### src/rtl/clk_src_ctrl.sv
module clk_src_ctrl #(
  parameter int CNT_W = 16
) (
  input  logic             clk,
  input  logic             por_n,
  input  logic             rst_n,
  input  logic             wr_en,
  input  logic             wr_addr,
  input  logic [1:0]       wr_data,
  input  logic             rd_addr,
  output logic [15:0]      rd_data,
  input  logic             wdt_active,
  input  logic             flash_busy,
  input  logic [CNT_W-1:0] warm_target,
  output logic             xtal_pwr,
  output logic             rc_pwr,
  output logic             src_xtal,
  output logic             xtal_rdy
);
  localparam logic [CNT_W-1:0] CNT_MAX = '1;

  logic             rc_keep, xtal_keep, xsel, src_q;
  logic [CNT_W-1:0] warm_cnt;
  logic             any_rst_n;

  assign any_rst_n = por_n & rst_n;

  // keep-on overrides: cleared by every reset class
  always_ff @(posedge clk or negedge any_rst_n)
    if (!any_rst_n) begin
      rc_keep   <= 1'b1;
      xtal_keep <= 1'b0;
    end else if (wr_en && !wr_addr) begin
      rc_keep   <= wr_data[0];
      xtal_keep <= wr_data[1];
    end

  // crystal select: power-on reset only
  always_ff @(posedge clk or negedge por_n)
    if (!por_n)
      xsel <= 1'b0;
    else if (wr_en && wr_addr)
      xsel <= wr_data[0];

  assign xtal_pwr = xtal_keep | xsel | src_q;

  // warmup counter, saturating
  always_ff @(posedge clk or negedge por_n)
    if (!por_n)
      warm_cnt <= '0;
    else if (!xtal_pwr)
      warm_cnt <= '0;
    else if (warm_cnt != CNT_MAX)
      warm_cnt <= warm_cnt + 1'b1;

  assign xtal_rdy = xtal_pwr & (warm_cnt >= warm_target);

  always_ff @(posedge clk or negedge por_n)
    if (!por_n)
      src_q <= 1'b0;
    else
      src_q <= xsel & xtal_rdy;

  assign src_xtal = src_q;
  assign rc_pwr   = rc_keep | ~src_q | ~xsel | wdt_active | flash_busy;

  assign rd_data = rd_addr ? {13'd0, xtal_rdy, ~src_q, xsel}
                           : {14'd0, xtal_keep, rc_keep};
endmodule


### config.mk
export PLATFORM = sky130hd
export DESIGN_NAME = clk_src_ctrl
export DESIGN_NICKNAME = d
export VERILOG_FILES = /design/src/rtl/clk_src_ctrl.sv
export SDC_FILE = /design/constraint.sdc
export NUM_CORES = 1
export LEC_CHECK = 0
export BUFFER_PORTS_ARGS = -buffer_cell sky130_fd_sc_hd__buf_2
export CORE_AREA = 2 2 64 66
export DETAILED_ROUTE_END_ITERATION = 6
export DIE_AREA = 0 0 66 68
export GPL_TIMING_DRIVEN = 0
export PLACE_DENSITY = 0.71
export SYNTH_ARGS = -nofsm -noshare
export SYNTH_HDL_FRONTEND = slang
export SYNTH_SLANG_ARGS = --single-unit
### constraint.sdc
create_clock -name clk -period 7.2 [get_ports clk]
set_input_delay 2.16 -clock clk [delete_from_list [all_inputs] [get_ports clk]]
set_output_delay 2.16 -clock clk [all_outputs]
set_load 0.01 [all_outputs]
; ---- Word level (Yosys, flattened, before mapping)
; Index checks and enable logic that the tools add are counted.
; Widths: inputs -> output; s select.
[classes]
addsub = 1
magnitude_cmp = 1
eq_ne = 2
mux = 3
bitwise = 11
n_reduce_logical = 3
[ops]
columns = cell, count
row1 = $mux 16, 2
row2 = $add 16x1->16 const B, 1
row3 = $ge 16x16->1, 1
row4 = $ne 16x16->1 const B, 1
row5 = $or 1x1->1, 6
row6 = $and 1x1->1, 3
row7 = $mux 3, 1
row8 = $logic_and 1x1->1, 2
row9 = $ne 2x1->1 const B, 1
row10 = $not 1->1, 2
row11 = $logic_not 1->1, 1
[totals]
regBits = 20
inputBits = 26
output_inout_bits = 20
wordCells = 26

; ---- Depth between registers and ports, before layout
[depth]
ltp_word = 5
mapped_depth = 6
ltp_nobuf = 6

; ---- Worst setup path after synthesis
; OpenSTA, ideal clock, no wires.
[synth_timing]
path_type = input to output
from = in warm_target[0]
to = out rd_data[2]
t_arrival_ps = 3444
required_ps = 5040
setup_slack_ps = 1596
cell_stages = 5
n_path_buf = 0
path_cell_list = ha_1 -> nand2b_1 -> a2111o_1 -> a311oi_1 -> a21oi_1
[synth_via]
elab_chain_cells = 3
[synth_lines]
columns = element, line
row1 = start: declaration, 14  ; input logic [CNT_W-1:0] warm_target,
row2 = $ge 16x16->1, 56  ; assign xtal_rdy = xtal_pwr & (warm_cnt >= warm_target);
row3 = $and 1x1->1, 56
row4 = $mux 3, 67  ; assign rd_data = rd_addr ? {13'd0, xtal_rdy, ~src_q, xsel}
row5 = end: declaration, 11  ; output logic [15:0] rd_data,
; No other way between the ends.

; ---- Worst setup path in the final report
; Same ends and word-level chain as after synthesis.

==> qor.yml <==
die_area_sq_um: 4490
ir_worst_vdd_mv: 0.177
crit_top_cell: "buf_2"
fin_crit_ns: 6.04
cts_resized: 0
grt_first_pass_wirelength_um: 5400
fillers: 401
drc: 0
p_leak_uw: 0.000992
grt-ovfl-total: 0
finalSetupViolations: 0
cts.sinks: 20
synth_enable_flop_cells: 0
r2r_cells: 6
syn_avg_cell_area_sq_um: 8.90
tritoncts: "done"
finClkSkew_ns: 0.00457
slowest_stage: "a311oi_1"
post-dp-hpwl_um: 2480
worst_slew_pin_slew_ns: 0.615
syn_inst: 178
die-width_um: 66
synthTopCellsByCount: "20 x inv_1, 19 x dfrtp_1, 17 x ha_1"
fp.coreArea_sq_um: 3860
die_y_um: 68
powerDensity_nw_per_um2: 161
r2r_start: "warm_cnt[0]"
drive_gt1_frac: 0.274
firstDrtPassIters: 4
nets: 270
syn_area_sq_um: 1580
synth_top_area_share: 0.300
num_antenna_cells: 0
synth_cell_types: 46
routabilityCongestion: 0.786
ctsHoldBuffers: 0
final_core_util: 0.494
root_buffer: "clkbuf_8"
slew-limit-headroom: 0.587
finalMaxSlewViolations: 0
wirelength_um: 3210
antenna_found_initial: 0
rsz0062_at_grt: "no"
area_delta_synth_final_pct: 20.4
grt_max_degree: 20
post_cts_buffers: 0
ioPinCount: 46
seq_area_frac_synth: 0.317
status: "complete, no violations"
path_max_fanout: 3
post-synth-top-count-cell: "inv_1"
fp-row-count: 23
synthTopCellsByArea: "dfrtp_1 30%, ha_1 13%, buf_4 6.2%, inv_1 4.7%, nand2_1 3.6%"
synth_area_leader_cell: "dfrtp_1"
end_kind: "output pin"
antenna_left: 0
wl_per_cell_um: 11.6
synth_warnings: 0
r2r-end: "src_xtal"
path_class: "in -> out"
avgViaCountPerCell: 5.07
numCtsBuffers: 3
critPathMaxStageDelay_ns: 0.49
drt_iter0_markers: 31
initial_core_util: 0.411
crit_required_ns: 5.04
worstPathArrival_ns: 3.88
clkTransAtPathRegs_ns: 0.08
crit_chain: "buf_2, ha_1, nand2b_1, a2111o_1, a311oi_1, a21oi_1, buf_2"
grt_pass1_vias: 1255
critPathCapture: "rd_data[2]"
tns_ns: 0
clk_latency_ns: 0.26
ff2ff_setup_slack_ns: 5.11
worstSetupStartpointType: "input pin"
ys_ff_latch: 20
port_buffers: 32
cts.path.max_buffers: 2
fmax_mhz: 166
via_count: 1399
maxCapViolCount: 0
hold_viol: 0
synth_ff_type: "dfrtp_1"
track_usage: 0.155
fin_crit_sh: 0.839
crit_start: "warm_target[0]"
min_path_type: "reg -> reg"
synthArstFlopShare: 1.00
h-tree-depth: 1
-- final cells by class --
cell class,instances,area (sq um),share of cell area
multi-input combinational,135,947,0.497
sequential,20,502,0.263
timing repair buffer,32,160,0.0840
buffer,14,101,0.0531
inverter,21,78.8,0.0413
tap,50,62.6,0.0328
clock buffer,4,55.1,0.0289
-- placed cells by master (no fill, tap or decap), drive strengths merged, types with 5 or more instances in the layout --
cell     n
buf     45
nand2   15
nor2    11
clkbuf   5
ha      17
inv     20
nand4    6
nand3    6
o21ai    6
conb    13
nor3     8
a21oi   10
dfrtp   19
-- state kept, by name (all words and copies together) (netlist names) --
register   count
src_xtal       1
xsel           1
rc_keep        1
xtal_keep      1
warm_cnt      16
-- power by group --
| part | internal [uW] | leakage [uW] | switching (uW) |
|---|---|---|---|
| clock network | 48.7 | 0.0000288 | 37.5 |
| registers | 125 | 0.000267 | 16.2 |
| logic | 38.3 | 0.000697 | 42.0 |
-- worst max-delay path, delay by kind of cell --
family | cells | cell delay [ns]
buffers and inverters | 2 | 0.27
AOI/OAI and AO/OA | 3 | 1.04
adders and majority gates | 1 | 0.27
and+or+nand+nor | 1 | 0.14
-- worst min path at each step --
stage            startpoint           end  slack, ns  cells after the start
2_1_floorplan  warm_cnt[11]  warm_cnt[11]       0.50                      1
3_3_place_gp   warm_cnt[11]  warm_cnt[11]       0.53                      1
3_5_place_dp   warm_cnt[11]  warm_cnt[11]       0.55                      1
4_1_cts        warm_cnt[11]  warm_cnt[11]       0.56                      1
5_1_grt           xtal_keep     xtal_keep       0.59                      1
6_report       warm_cnt[11]  warm_cnt[11]       0.55                      1
-- layer usage --
metal  GRT usage  up-vias  routed length, um
met4      0.0102        0                  6
met5           0        -                  0
met2       0.283       26               1600
met1       0.196      645               1470
met3      0.0345        2                131
li1            -      726                  -
-- per-stage QoR --
stage	total power [uW]	instance area, sq um	worst slack [ns]	hold WS, ns	std cells
after global routing	333	1910	1.08	0.586	276
final	308	1910	1.16	0.545	276
after global placement	222	1850	1.18	0.528	272
after CTS	311	1910	1.15	0.559	276
after floorplan	198	1630	1.60	0.496	190
after detailed placement	224	1850	1.16	0.546	272
-- logic make-up (layout without fill, tap and decap cells) --
logic type	Yosys count	after routing	synth area share
muxes	5	5	0.0348
DFF	20	20	0.317
AOI/OAI and AO/OA	36	36	0.156
buffers and inverters	35	71	0.114
and+or+nand+nor	63	63	0.237
adders and majority gates	17	17	0.134
xor gates and xnor gates	1	1	0.00553
other	1	13	0.00237
No activity file was read; power rests on OpenSTA's default activity.
